==> src/rtl/boot_pkg.sv <==
package boot_pkg;

    typedef enum logic [4:0] {
        ST_IDLE,
        ST_RST_LO,
        ST_RST_WAIT,
        ST_WR_REQ,
        ST_POLL1,
        ST_RD1,
        ST_CHK1,
        ST_IMG,
        ST_POLL2,
        ST_RD2,
        ST_CHK2,
        ST_WR_ACK,
        ST_SETTLE,
        ST_WR_HW,
        ST_WR_SW,
        ST_WR_KICK,
        ST_DONE,
        ST_FAIL
    } boot_state_e;

    typedef enum logic [1:0] {
        SRC_IMAGE = 2'd0,
        SRC_HWCFG = 2'd1,
        SRC_SWCFG = 2'd2
    } src_sel_e;

    typedef enum logic [2:0] {
        EC_NONE      = 3'd0,
        EC_TMO_START = 3'd1,
        EC_BAD_START = 3'd2,
        EC_TMO_OK    = 3'd3,
        EC_BAD_OK    = 3'd4
    } err_code_e;

    localparam logic HP_DATA = 1'b0;
    localparam logic HP_CTRL = 1'b1;

    typedef struct packed {
        logic       we;
        logic       addr;
        logic [7:0] data;
    } hp_cmd_t;

    function automatic int unsigned us_to_cyc(input int unsigned khz, input int unsigned us);
        return (khz * us) / 1000;
    endfunction

endpackage

==> src/rtl/boot_countdown.sv <==
module boot_countdown #(
    parameter int unsigned W = 32
) (
    input  logic         clk,
    input  logic         rst,
    input  logic         ld,
    input  logic [W-1:0] ld_val,
    input  logic         dec,
    output logic [W-1:0] q
);
    always_ff @(posedge clk) begin
        if (rst) begin
            q <= '0;
        end else if (ld) begin
            q <= ld_val;
        end else if (dec && (q != '0)) begin
            q <= q - W'(1);
        end
    end


    cnt_floor_chk: assert property (@(posedge clk) disable iff (rst)
        (q == '0 && !ld) |=> (q == '0));

endmodule

==> src/rtl/boot_msg_shift.sv <==
module boot_msg_shift #(
    parameter int unsigned BYTES = 3
) (
    input  logic               clk,
    input  logic               rst,
    input  logic               ld,
    input  logic [8*BYTES-1:0] ld_word,
    input  logic               shift_out,
    input  logic               shift_in,
    input  logic [7:0]         in_byte,
    output logic [7:0]         out_byte,
    output logic [8*BYTES-1:0] word
);
    localparam int unsigned WW = 8 * BYTES;

    assign out_byte = word[WW-1 -: 8];

    generate
        if (BYTES == 1) begin : g_single
            always_ff @(posedge clk) begin
                if (rst)            word <= '0;
                else if (ld)        word <= ld_word;
                else if (shift_out) word <= '0;
                else if (shift_in)  word <= in_byte;
            end
        end else begin : g_multi
            always_ff @(posedge clk) begin
                if (rst)            word <= '0;
                else if (ld)        word <= ld_word;
                else if (shift_out) word <= {word[WW-9:0], 8'h00};
                else if (shift_in)  word <= {word[WW-9:0], in_byte};
            end
        end
    endgenerate

endmodule

==> src/rtl/dsp_boot_seq.sv <==
module dsp_boot_seq
    import boot_pkg::*;
#(
    parameter int unsigned CLK_KHZ   = 250000,
    parameter int unsigned RSTL_US   = 100,
    parameter int unsigned MSG_BYTES = 3,
    parameter int unsigned HW_LEN    = 8,
    parameter int unsigned SW_LEN    = 6,
    parameter int unsigned SIZE_W    = 16,
    parameter int unsigned MODE_W    = 3,
    parameter int unsigned SETTLE_W  = 4,
    parameter int unsigned RDY_BIT   = 0,
    parameter logic [8*MSG_BYTES-1:0] CODE_BOOT_REQ   = 24'h5A_0101,
    parameter logic [8*MSG_BYTES-1:0] CODE_BOOT_START = 24'h5A_0202,
    parameter logic [8*MSG_BYTES-1:0] CODE_BOOT_OK    = 24'h5A_0303,
    parameter logic [8*MSG_BYTES-1:0] CODE_BOOT_ACK   = 24'h5A_0404,
    parameter logic [8*MSG_BYTES-1:0] CODE_KICK       = 24'h5A_0505
) (
    input  logic                clk,
    input  logic                rst,
    input  logic                start,
    input  logic [MODE_W-1:0]   mode_in,
    input  logic [SIZE_W-1:0]   dl_size,
    input  logic [SETTLE_W-1:0] settle_ms,
    output logic                dsp_rst_n,
    output logic [MODE_W-1:0]   dsp_mode,
    output logic                hp_req,
    output logic                hp_we,
    output logic                hp_addr,
    output logic [7:0]          hp_wdata,
    input  logic                hp_ack,
    input  logic [7:0]          hp_rdata,
    input  logic                src_valid,
    input  logic [7:0]          src_data,
    output logic                src_ready,
    output logic [1:0]          src_sel,
    output logic                busy,
    output logic                done,
    output logic                err,
    output logic [2:0]          err_code
);
    localparam int unsigned MSG_W      = 8 * MSG_BYTES;
    localparam int unsigned TMR_W      = 32;
    localparam int unsigned CNT_W      = SIZE_W;
    localparam int unsigned CYC_PER_MS = CLK_KHZ;
    localparam int unsigned RSTL_CYC   = us_to_cyc(CLK_KHZ, RSTL_US);
    localparam int unsigned WAIT_CYC   = us_to_cyc(CLK_KHZ, 500);
    localparam int unsigned POLL_CYC   = CLK_KHZ * 20;

    boot_state_e        st_q, st_d;
    logic               pend_q;
    hp_cmd_t            cmd_q, issue_cmd;
    logic               issue;
    logic [MODE_W-1:0]  mode_q;
    logic               mode_ld;
    logic               rst_n_q, rst_n_d;
    logic [2:0]         ec_q, ec_d;

    logic               tmr_ld;
    logic [TMR_W-1:0]   tmr_val, tmr_q;
    logic               tmr_zero;
    logic               cnt_ld, cnt_dec;
    logic [CNT_W-1:0]   cnt_val, cnt_q;
    logic               cnt_last, cnt_zero;
    logic               sh_ld, sh_out, sh_in;
    logic [MSG_W-1:0]   sh_code, sh_word;
    logic [7:0]         sh_byte;
    logic               ack_ok, src_rdy;

    boot_countdown #(.W(TMR_W)) u_tmr (
        .clk(clk), .rst(rst), .ld(tmr_ld), .ld_val(tmr_val), .dec(1'b1), .q(tmr_q)
    );

    boot_countdown #(.W(CNT_W)) u_cnt (
        .clk(clk), .rst(rst), .ld(cnt_ld), .ld_val(cnt_val), .dec(cnt_dec), .q(cnt_q)
    );

    boot_msg_shift #(.BYTES(MSG_BYTES)) u_msg (
        .clk(clk), .rst(rst), .ld(sh_ld), .ld_word(sh_code),
        .shift_out(sh_out), .shift_in(sh_in), .in_byte(hp_rdata),
        .out_byte(sh_byte), .word(sh_word)
    );

    assign tmr_zero = (tmr_q == '0);
    assign cnt_zero = (cnt_q == '0);
    assign cnt_last = (cnt_q == CNT_W'(1));
    assign ack_ok   = pend_q && hp_ack;

    always_comb begin
        st_d      = st_q;
        issue     = 1'b0;
        issue_cmd = '{we: 1'b0, addr: HP_DATA, data: 8'h00};
        tmr_ld    = 1'b0;
        tmr_val   = '0;
        cnt_ld    = 1'b0;
        cnt_val   = '0;
        cnt_dec   = 1'b0;
        sh_ld     = 1'b0;
        sh_code   = '0;
        sh_out    = 1'b0;
        sh_in     = 1'b0;
        src_rdy   = 1'b0;
        mode_ld   = 1'b0;
        rst_n_d   = rst_n_q;
        ec_d      = ec_q;

        unique case (st_q)
            ST_IDLE, ST_DONE, ST_FAIL: begin
                if (start) begin
                    st_d    = ST_RST_LO;
                    tmr_ld  = 1'b1;
                    tmr_val = TMR_W'(RSTL_CYC);
                    rst_n_d = 1'b0;
                    mode_ld = 1'b1;
                    ec_d    = EC_NONE;
                end
            end
            ST_RST_LO: begin
                if (tmr_zero) begin
                    st_d    = ST_RST_WAIT;
                    rst_n_d = 1'b1;
                    tmr_ld  = 1'b1;
                    tmr_val = TMR_W'(WAIT_CYC);
                end
            end
            ST_RST_WAIT: begin
                if (tmr_zero) begin
                    st_d    = ST_WR_REQ;
                    sh_ld   = 1'b1;
                    sh_code = CODE_BOOT_REQ;
                    cnt_ld  = 1'b1;
                    cnt_val = CNT_W'(MSG_BYTES);
                end
            end
            ST_WR_REQ, ST_WR_ACK, ST_WR_KICK: begin
                if (!pend_q) begin
                    issue     = 1'b1;
                    issue_cmd = '{we: 1'b1, addr: HP_DATA, data: sh_byte};
                    sh_out    = 1'b1;
                end
                if (ack_ok) begin
                    cnt_dec = 1'b1;
                    if (cnt_last) begin
                        if (st_q == ST_WR_REQ) begin
                            st_d    = ST_POLL1;
                            tmr_ld  = 1'b1;
                            tmr_val = TMR_W'(POLL_CYC);
                        end else if (st_q == ST_WR_ACK) begin
                            st_d    = ST_SETTLE;
                            tmr_ld  = 1'b1;
                            tmr_val = TMR_W'(settle_ms) * TMR_W'(CYC_PER_MS);
                        end else begin
                            st_d = ST_DONE;
                        end
                    end
                end
            end
            ST_POLL1, ST_POLL2: begin
                if (!pend_q) begin
                    issue     = 1'b1;
                    issue_cmd = '{we: 1'b0, addr: HP_CTRL, data: 8'h00};
                end
                if (ack_ok) begin
                    if (!hp_rdata[RDY_BIT]) begin
                        st_d    = (st_q == ST_POLL1) ? ST_RD1 : ST_RD2;
                        cnt_ld  = 1'b1;
                        cnt_val = CNT_W'(MSG_BYTES);
                    end else if (tmr_zero) begin
                        st_d = ST_FAIL;
                        ec_d = (st_q == ST_POLL1) ? EC_TMO_START : EC_TMO_OK;
                    end
                end
            end
            ST_RD1, ST_RD2: begin
                if (!pend_q) begin
                    issue     = 1'b1;
                    issue_cmd = '{we: 1'b0, addr: HP_DATA, data: 8'h00};
                end
                if (ack_ok) begin
                    sh_in   = 1'b1;
                    cnt_dec = 1'b1;
                    if (cnt_last) st_d = (st_q == ST_RD1) ? ST_CHK1 : ST_CHK2;
                end
            end
            ST_CHK1: begin
                if (sh_word != CODE_BOOT_START) begin
                    st_d = ST_FAIL;
                    ec_d = EC_BAD_START;
                end else if (dl_size == '0) begin
                    st_d    = ST_POLL2;
                    tmr_ld  = 1'b1;
                    tmr_val = TMR_W'(POLL_CYC);
                end else begin
                    st_d    = ST_IMG;
                    cnt_ld  = 1'b1;
                    cnt_val = dl_size;
                end
            end
            ST_CHK2: begin
                if (sh_word != CODE_BOOT_OK) begin
                    st_d = ST_FAIL;
                    ec_d = EC_BAD_OK;
                end else begin
                    st_d    = ST_WR_ACK;
                    sh_ld   = 1'b1;
                    sh_code = CODE_BOOT_ACK;
                    cnt_ld  = 1'b1;
                    cnt_val = CNT_W'(MSG_BYTES);
                end
            end
            ST_IMG, ST_WR_HW, ST_WR_SW: begin
                src_rdy = !pend_q && !cnt_zero;
                if (src_rdy && src_valid) begin
                    issue     = 1'b1;
                    issue_cmd = '{we: 1'b1, addr: HP_DATA, data: src_data};
                end
                if (ack_ok) begin
                    cnt_dec = 1'b1;
                    if (cnt_last) begin
                        if (st_q == ST_IMG) begin
                            st_d    = ST_POLL2;
                            tmr_ld  = 1'b1;
                            tmr_val = TMR_W'(POLL_CYC);
                        end else if (st_q == ST_WR_HW) begin
                            st_d    = ST_WR_SW;
                            cnt_ld  = 1'b1;
                            cnt_val = CNT_W'(SW_LEN);
                        end else begin
                            st_d    = ST_WR_KICK;
                            sh_ld   = 1'b1;
                            sh_code = CODE_KICK;
                            cnt_ld  = 1'b1;
                            cnt_val = CNT_W'(MSG_BYTES);
                        end
                    end
                end
            end
            ST_SETTLE: begin
                if (tmr_zero) begin
                    st_d    = ST_WR_HW;
                    cnt_ld  = 1'b1;
                    cnt_val = CNT_W'(HW_LEN);
                end
            end
            default: st_d = ST_IDLE;
        endcase
    end

    always_ff @(posedge clk) begin
        if (rst) begin
            st_q    <= ST_IDLE;
            pend_q  <= 1'b0;
            cmd_q   <= '0;
            mode_q  <= '0;
            rst_n_q <= 1'b0;
            ec_q    <= EC_NONE;
        end else begin
            st_q    <= st_d;
            rst_n_q <= rst_n_d;
            ec_q    <= ec_d;
            if (mode_ld) mode_q <= mode_in;
            if (issue) begin
                pend_q <= 1'b1;
                cmd_q  <= issue_cmd;
            end else if (ack_ok) begin
                pend_q <= 1'b0;
            end
        end
    end

    always_comb begin
        unique case (st_q)
            ST_WR_HW: src_sel = SRC_HWCFG;
            ST_WR_SW: src_sel = SRC_SWCFG;
            default:  src_sel = SRC_IMAGE;
        endcase
    end

    assign dsp_rst_n = rst_n_q;
    assign dsp_mode  = mode_q;
    assign hp_req    = pend_q;
    assign hp_we     = cmd_q.we;
    assign hp_addr   = cmd_q.addr;
    assign hp_wdata  = cmd_q.data;
    assign src_ready = src_rdy;
    assign busy      = !(st_q == ST_IDLE || st_q == ST_DONE || st_q == ST_FAIL);
    assign done      = (st_q == ST_DONE);
    assign err       = (st_q == ST_FAIL);
    assign err_code  = ec_q;


    hold_req_chk: assert property (@(posedge clk) disable iff (rst)
        (hp_req && !hp_ack) |=> (hp_req && $stable(hp_addr) && $stable(hp_we) && $stable(hp_wdata)));


    src_take_chk: assert property (@(posedge clk) disable iff (rst)
        (src_valid && src_ready) |=> (hp_req && hp_we && hp_wdata == $past(src_data)));


    mode_hold_chk: assert property (@(posedge clk) disable iff (rst)
        $rose(dsp_rst_n) |-> $stable(dsp_mode));


    fail_quiet_chk: assert property (@(posedge clk) disable iff (rst)
        $rose(err) |-> !hp_req);

endmodule

==> config.mk <==
export PLATFORM = sky130hd
export DESIGN_NAME = dsp_boot_seq
export DESIGN_NICKNAME = d
export VERILOG_FILES = /design/src/rtl/boot_pkg.sv /design/src/rtl/boot_countdown.sv /design/src/rtl/boot_msg_shift.sv /design/src/rtl/dsp_boot_seq.sv
export SDC_FILE = /design/constraint.sdc
export NUM_CORES = 1
export LEC_CHECK = 0
export ABC_AREA = 1
export BUFFER_PORTS_ARGS = -buffer_cell sky130_fd_sc_hd__buf_4
export CAP_MARGIN = 20
export CORE_MARGIN = 4
export CORE_UTILIZATION = 54
export DETAILED_ROUTE_END_ITERATION = 10
export GPL_TIMING_DRIVEN = 0
export PLACE_DENSITY = 0.77
export SYNTH_ARGS = -nofsm -noshare
export SYNTH_HDL_FRONTEND = slang
export SYNTH_SLANG_ARGS = --single-unit
==> constraint.sdc <==
create_clock -name clk -period 3.7 [get_ports clk]
set_clock_uncertainty 0.15 [all_clocks]
set_input_delay 1.11 -clock clk [delete_from_list [all_inputs] [get_ports clk]]
set_output_delay 1.11 -clock clk [all_outputs]
set_load 0.01 [all_outputs]
After elaboration in Yosys (flattened, before gate mapping)
Cells that the tools add are included.
{"block": "classes", "add_sub_neg": 2, "mul": 1, "div": 0, "order_cmp": 0, "n_eq_ne": 36, "shifts": 0, "muxes": 114, "n_bitwise": 0, "reduce_logical": 32}
{"op": "23-bit 2-to-1 mux", "count": 14}
{"op": "23-bit one-hot mux with 5 select lines", "count": 1}
{"op": "16-bit one-hot mux with 6 select lines", "count": 1}
{"op": "5-bit 2-to-1 mux", "count": 17}
{"op": "24-bit 2-to-1 mux", "count": 3}
{"op": "23-bit one-hot mux with 3 select lines", "count": 1}
{"op": "16-bit 2-to-1 mux", "count": 4}
{"op": "32-bit 2-to-1 mux", "count": 2}
{"op": "5-bit one-hot mux with 10 select lines", "count": 1}
{"op": "24-bit by 23-bit != test with 1-bit output, second input constant", "count": 2}
{"op": "5-bit by 4-bit == test with 1-bit output, second input constant", "count": 8}
{"op": "1-bit 2-to-1 mux", "count": 36}
{"op": "3-bit 2-to-1 mux", "count": 11}
{"op": "16-bit zero test", "count": 2}
{"op": "32-bit zero test", "count": 1}
{"op": "32-bit nonzero test", "count": 1}
{"op": "32-bit by 1-bit subtractor with 32-bit output, second input constant", "count": 1}
{"op": "2-bit != test, second input constant", "count": 15}
{"op": "10-bit one-hot mux with 3 select lines", "count": 1}
{"op": "22-bit 2-to-1 mux", "count": 1}
{"op": "5-bit by 3-bit == test with 1-bit output, second input constant", "count": 4}
{"op": "10-bit 2-to-1 mux", "count": 2}
{"op": "4-bit by 14-bit multiplier with 18-bit output, second input constant", "count": 1}
{"op": "17-bit 2-to-1 mux", "count": 1}
{"op": "other kinds (30)", "count": 54}
{"block": "word_totals", "regBits": 95, "latch_bits": 0, "ram_bits": 0, "rom_bits": 0, "inputBits": 44, "out_inout_bits": 24, "word_cells": 196, "mem_count": 0}

Logic depth before layout (Yosys ltp)
{"block": "logic_depth", "depth_word": 7, "depth_mapped": 16, "depth_no_buf": 16}

Hierarchy
Synthesis repeated with hierarchy kept, for this count alone.
{"block": "unflattened", "cells_unflattened": 1353, "hier_area_um2": 8064.0}
{"module": "dsp_boot_seq", "instances": 1, "cells_each": 476, "area_per_inst_um2": 2834.0, "seq_area_each_um2": 460.4}
{"module": "boot_countdown at u_tmr", "instances": 1, "cells_each": 438, "area_per_inst_um2": 2491.1, "seq_area_each_um2": 640.6}
{"module": "boot_msg_shift", "instances": 1, "cells_each": 244, "area_per_inst_um2": 1571.5, "seq_area_each_um2": 480.5}
{"module": "boot_countdown at u_cnt", "instances": 1, "cells_each": 195, "area_per_inst_um2": 1167.4, "seq_area_each_um2": 320.3}

Least setup slack after synthesis
No wires, ideal clock.
{"block": "synth_path", "kind": "input to register", "start": "in settle_ms[1]", "end": "reg u_tmr.q[18]", "setup_time_ns": 0.128, "t_arrival_ns": 3.358, "required_time_ns": 3.422, "setup_slack_ns": 0.065, "path_stages": 14, "n_path_buf": 0, "cell_sequence": "fa_1 inv_1 fa_1 inv_1 ha_1 a21oi_1 nand2_1 or2_2 nand3_1 nor2_1 nor2_1 nand2_1 nand2_1 nor2_1"}
{"block": "synth_between", "elab_chain_len": 7}
{"item": "from (decl)", "line": "dsp_boot_seq.sv:24", "rtl": "input logic [SETTLE_W-1:0] settle_ms,"}
{"item": "4-bit by 14-bit multiplier with 18-bit output", "line": "dsp_boot_seq.sv:151", "rtl": "tmr_val = TMR_W'(settle_ms) * TMR_W'(CYC_PER_MS);"}
{"item": "22-bit 2-to-1 mux", "line": "dsp_boot_seq.sv:148", "rtl": "end else if (st_q == ST_WR_ACK) begin"}
{"item": "23-bit 2-to-1 mux", "line": "dsp_boot_seq.sv:144", "rtl": "if (st_q == ST_WR_REQ) begin"}
{"item": "23-bit 2-to-1 mux", "line": "dsp_boot_seq.sv:143", "rtl": "if (cnt_last) begin"}
{"item": "23-bit 2-to-1 mux", "line": "dsp_boot_seq.sv:141", "rtl": "if (ack_ok) begin"}
{"item": "23-bit one-hot mux with 5 select lines", "line": "dsp_boot_seq.sv:107", "rtl": "unique case (st_q)"}
{"item": "32-bit 2-to-1 mux", "line": "boot_countdown.sv:14", "rtl": "end else if (ld) begin"}
{"item": "to (signal assigned)", "line": "boot_countdown.sv:15", "rtl": "q <= ld_val;"}
{"item": "to (signal assigned)", "line": "boot_countdown.sv:17", "rtl": "q <= q - W'(1);"}
{"item": "to (decl)", "line": "boot_countdown.sv:9", "rtl": "output logic [W-1:0] q"}
No other way between the ends.
A chain may end at the register's enable or synchronous reset.

Worst setup path after layout
{"block": "layout_path", "start": "in settle_ms[3]", "end": "reg u_tmr.q[21]"}
Same word-level chain as after synthesis.

==> impl_metrics.prom <==
# TYPE chip_impl_metric gauge
chip_impl_info{name="cts.root.buffer_cell",value="clkbuf_16"} 1
chip_impl_metric{name="post-layout-total-power",unit="mW"} 5.08
chip_impl_metric{name="total_cell_area_at_the_placement_stage",unit="mm²"} 0.00737
chip_impl_metric{name="regToRegSetupSlack",unit="ns"} 1.09
chip_impl_metric{name="setup_ws",unit="ns"} 0.132
chip_impl_metric{name="layout-area-overhead-vs-synth",unit="%"} 16.7
chip_impl_metric{name="max_slew.worst_pin.slew",unit="ns"} 0.760
chip_impl_metric{name="avgSynthCellArea",unit="µm²"} 6.25
chip_impl_metric{name="number_of_buffers_created_by_cts",unit=""} 9
chip_impl_metric{name="initial_core_util",unit=""} 0.552
chip_impl_metric{name="globalplace.congestion",unit=""} 0.933
chip_impl_info{name="startpoint",value="settle_ms[3]"} 1
chip_impl_info{name="min-delay-path-class",value="register to register"} 1
chip_impl_metric{name="die_boundary_width",unit="µm"} 119
chip_impl_info{name="crit-reg2reg-capture",value="u_msg.word[18]"} 1
chip_impl_metric{name="synth_area",unit="mm²"} 0.00666
chip_impl_metric{name="power_density",unit="mW/mm²"} 654
chip_impl_metric{name="final_cell_area",unit="mm²"} 0.00776
chip_impl_metric{name="static-leakage-power",unit="nW"} 3.83
chip_impl_metric{name="vdd.ir_drop.worst",unit="µV"} 308
chip_impl_metric{name="slew-limit-headroom",unit=""} 0.493
chip_impl_metric{name="totalWireLength",unit="mm"} 18.9
chip_impl_metric{name="synth-edff-count",unit=""} 0
chip_impl_metric{name="final.min_clock_period",unit="ns"} 3.57
chip_impl_metric{name="final_antenna_net_count",unit=""} 0
chip_impl_metric{name="die_y",unit="µm"} 119
chip_impl_metric{name="post_route_cells_drive_above_1_share",unit=""} 0.132
chip_impl_info{name="tritoncts_clock_tree",value="done"} 1
chip_impl_metric{name="initial_antenna_violation_count",unit=""} 0
chip_impl_metric{name="setup-violations-final",unit=""} 0
chip_impl_metric{name="detailed_place_hpwl",unit="mm"} 14.5
chip_impl_metric{name="drt_pass1_iterations",unit=""} 5
chip_impl_metric{name="finalMaxSlewViolations",unit=""} 0
chip_impl_metric{name="cp_data_arrival_time",unit="ns"} 3.70
chip_impl_info{name="cp_common_cell",value="nand2_1"} 1
chip_impl_info{name="crit_path_end",value="u_tmr.q[21]"} 1
chip_impl_metric{name="clock_sink_count",unit=""} 95
chip_impl_info{name="worst_r2r_startpoint",value="u_tmr.q[0]"} 1
chip_impl_info{name="timing.critical_path.cells",value="buf_4 > fa_1 > inv_1 > fa_1 > inv_1 > ha_4 > nand2_1 > o21ai_2 > nand2_1 > a21oi_2 > nor2_1 > nand2_1 > nand3_1 > nand2_1 > nand2_1 > nor2_1"} 1
chip_impl_metric{name="worstPathRequired",unit="ns"} 3.84
chip_impl_metric{name="synthesis.nets",unit=""} 1133
chip_impl_info{name="layout_common_cells",value="265 x nand2_1, 201 x nor2_1, 122 x inv_1"} 1
chip_impl_info{name="postSynth.topFlopCell",value="dfxtp_1"} 1
chip_impl_metric{name="placeableCoreArea",unit="mm²"} 0.0121
chip_impl_metric{name="worst-r2r-cell-count",unit=""} 14
chip_impl_metric{name="critical-path-max-stage-delay",unit="ns"} 0.58
chip_impl_metric{name="clk_latency",unit="ns"} 0.36
chip_impl_metric{name="gr-total-overflow",unit=""} 0
chip_impl_metric{name="grt_max_degree",unit=""} 17
chip_impl_metric{name="timing.final.crit_share",unit=""} 0.964
chip_impl_metric{name="register_bit_total_from_synthesis",unit=""} 95
chip_impl_metric{name="io-pin-count",unit=""} 68
chip_impl_info{name="cp_max_delay_cell",value="fa_1"} 1
chip_impl_metric{name="finalHoldViolations",unit=""} 0
chip_impl_metric{name="max-clock-path-buffers",unit=""} 2
chip_impl_metric{name="first_global_vias",unit=""} 6385
chip_impl_metric{name="routedWlPerCell",unit="µm"} 14.3
chip_impl_metric{name="ys.warnings.count",unit=""} 0
chip_impl_info{name="status",value="finished clean"} 1
chip_impl_metric{name="ys_async_sr_fraction",unit=""} 0
chip_impl_metric{name="syn_inst",unit=""} 1064
chip_impl_metric{name="clock.fmax",unit="GHz"} 0.280
chip_impl_metric{name="path_clk_slew",unit="ns"} 0.07
chip_impl_metric{name="row_count",unit=""} 40
chip_impl_metric{name="synth_sequential_area_ratio",unit=""} 0.286
chip_impl_metric{name="synthDistinctLibCells",unit=""} 47
chip_impl_metric{name="pre_cts_slack",unit="ns"} -0.353
chip_impl_metric{name="nets",unit=""} 1211
chip_impl_metric{name="grtUsageTotal",unit=""} 0.264
chip_impl_metric{name="htree_levels",unit=""} 3
chip_impl_metric{name="cts_setup_buffers",unit=""} 0
chip_impl_metric{name="first_pass_grt_wire_length",unit="mm"} 30.6
chip_impl_metric{name="max-cap-violations",unit=""} 0
chip_impl_metric{name="critical_path.max_fanout",unit=""} 8
chip_impl_metric{name="detail_route.iter0.violations",unit=""} 682
chip_impl_metric{name="vias_per_cell",unit=""} 5.29
chip_impl_metric{name="via_count",unit=""} 6952
chip_impl_metric{name="nFillCells",unit=""} 1169
chip_impl_info{name="start_kind",value="input pin"} 1
chip_impl_info{name="timing_worst_setup_path_type",value="input pin to register"} 1
chip_impl_metric{name="drc",unit=""} 0
chip_impl_metric{name="place.port_buffers",unit=""} 67
chip_impl_info{name="final_common_cell",value="nand2_1"} 1
chip_impl_metric{name="num_antenna_cells",unit=""} 0
chip_impl_metric{name="dieArea",unit="mm²"} 0.0142
chip_impl_info{name="end_kind",value="register"} 1
[kinds of logic (layout without fill, tap and decap cells)]
family | Yosys count | after routing | share of synthesized area
xor gates and xnor gates | 26 | 26 | 0.0342
and+or+nand+nor | 621 | 621 | 0.420
buffers and inverters | 156 | 239 | 0.0936
AOI/OAI and AO/OA | 141 | 141 | 0.114
DFF | 95 | 95 | 0.286
adders and majority gates | 25 | 25 | 0.0526
[sequential cells by signal, summed over array words and instances, names as in the netlist]
register,flops
st_q,5
hp_wdata,8
u_cnt.q,16
hp_addr,1
u_tmr.q,32
u_msg.word,24
hp_we,1
hp_req,1
dsp_rst_n,1
dsp_mode,3
err_code,3
[report_power, final]
| group | total, mW | switching, mW | leakage, nW | internal [mW] |
|---|---|---|---|---|
| combinational | 2.50 | 1.61 | 2.87 | 0.888 |
| sequential | 1.43 | 0.191 | 0.772 | 1.24 |
| clock | 1.15 | 0.417 | 0.180 | 0.731 |
| total | 5.08 | 2.22 | 3.83 | 2.86 |
[layer usage]
metal	up-vias	share of wire	GRT usage
li1	3550	-	-
met1	3142	0.44	0.347
met2	216	0.47	0.430
met3	44	0.056	0.0442
met4	0	0.027	0.107
met5	-	0	0
[worst min path at each step]
stage | start | end | depth (start not counted)
2_1_floorplan | u_tmr.q[1] | u_tmr.q[1] | 2
6_report | hp_wdata[6] | hp_wdata[6] | 2
4_1_cts | hp_wdata[3] | hp_wdata[3] | 2
3_5_place_dp | hp_wdata[3] | hp_wdata[3] | 2
5_1_grt | hp_wdata[3] | hp_wdata[3] | 2
3_3_place_gp | hp_addr | hp_addr | 2
[synthesized netlist by cell type (11+ instances only)]
library cell / count / area share
a21oi_1: 55 / 0.041
nand2_1: 265 / 0.15
dfxtp_1: 95 / 0.29
xor2_1: 17 / 0.022
inv_1: 122 / 0.069
nor3_1: 19 / 0.014
o21ai_1: 17 / 0.013
o21ai_0: 50 / 0.038
nand3_1: 65 / 0.049
inv_2: 11 / 0.0062
ha_1: 20 / 0.038
nor2_1: 201 / 0.11
nand4_1: 23 / 0.022
[metrics by stage]
stage	hold WS (ns)	cells	TNS, ns	util
finish	0.316	1315	0	0.644
floorplan	0.295	1064	0	-
global placement	0.304	1299	-0.997	0.611
detailed placement	0.306	1299	-1.02	0.611
global route	0.339	1315	-0.0464	0.644
CTS	0.317	1315	0	0.641
[critical path: cells and delay by family]
family                   cells  cell delay, ns
AO/OA/AOI/OAI                2            0.31
buffers and inverters        3            0.29
AND/OR/NAND/NOR              8            0.63
adder cells (fa/ha/maj)      3            1.38
[final cells by class]
class | instances | area, µm² | share of cell area
clock buffer | 9 | 225 | 0.0290
timing repair buffer | 67 | 503 | 0.0648
inverter | 134 | 503 | 0.0648
multi-input combinational | 813 | 4160 | 0.536
buffer | 22 | 120 | 0.0155
tap | 168 | 210 | 0.0271
sequential | 95 | 1900 | 0.245
clock inverter | 7 | 143 | 0.0184
[what timing repair did]
item / 4_1_cts / 5_1_grt
endpoints found under the setup margin: 1 / 3
resized for setup: 1 / 5
hold buffers: 0 / 0
pin swaps: 0 / 1
Power figures use the tool's default switching activity.
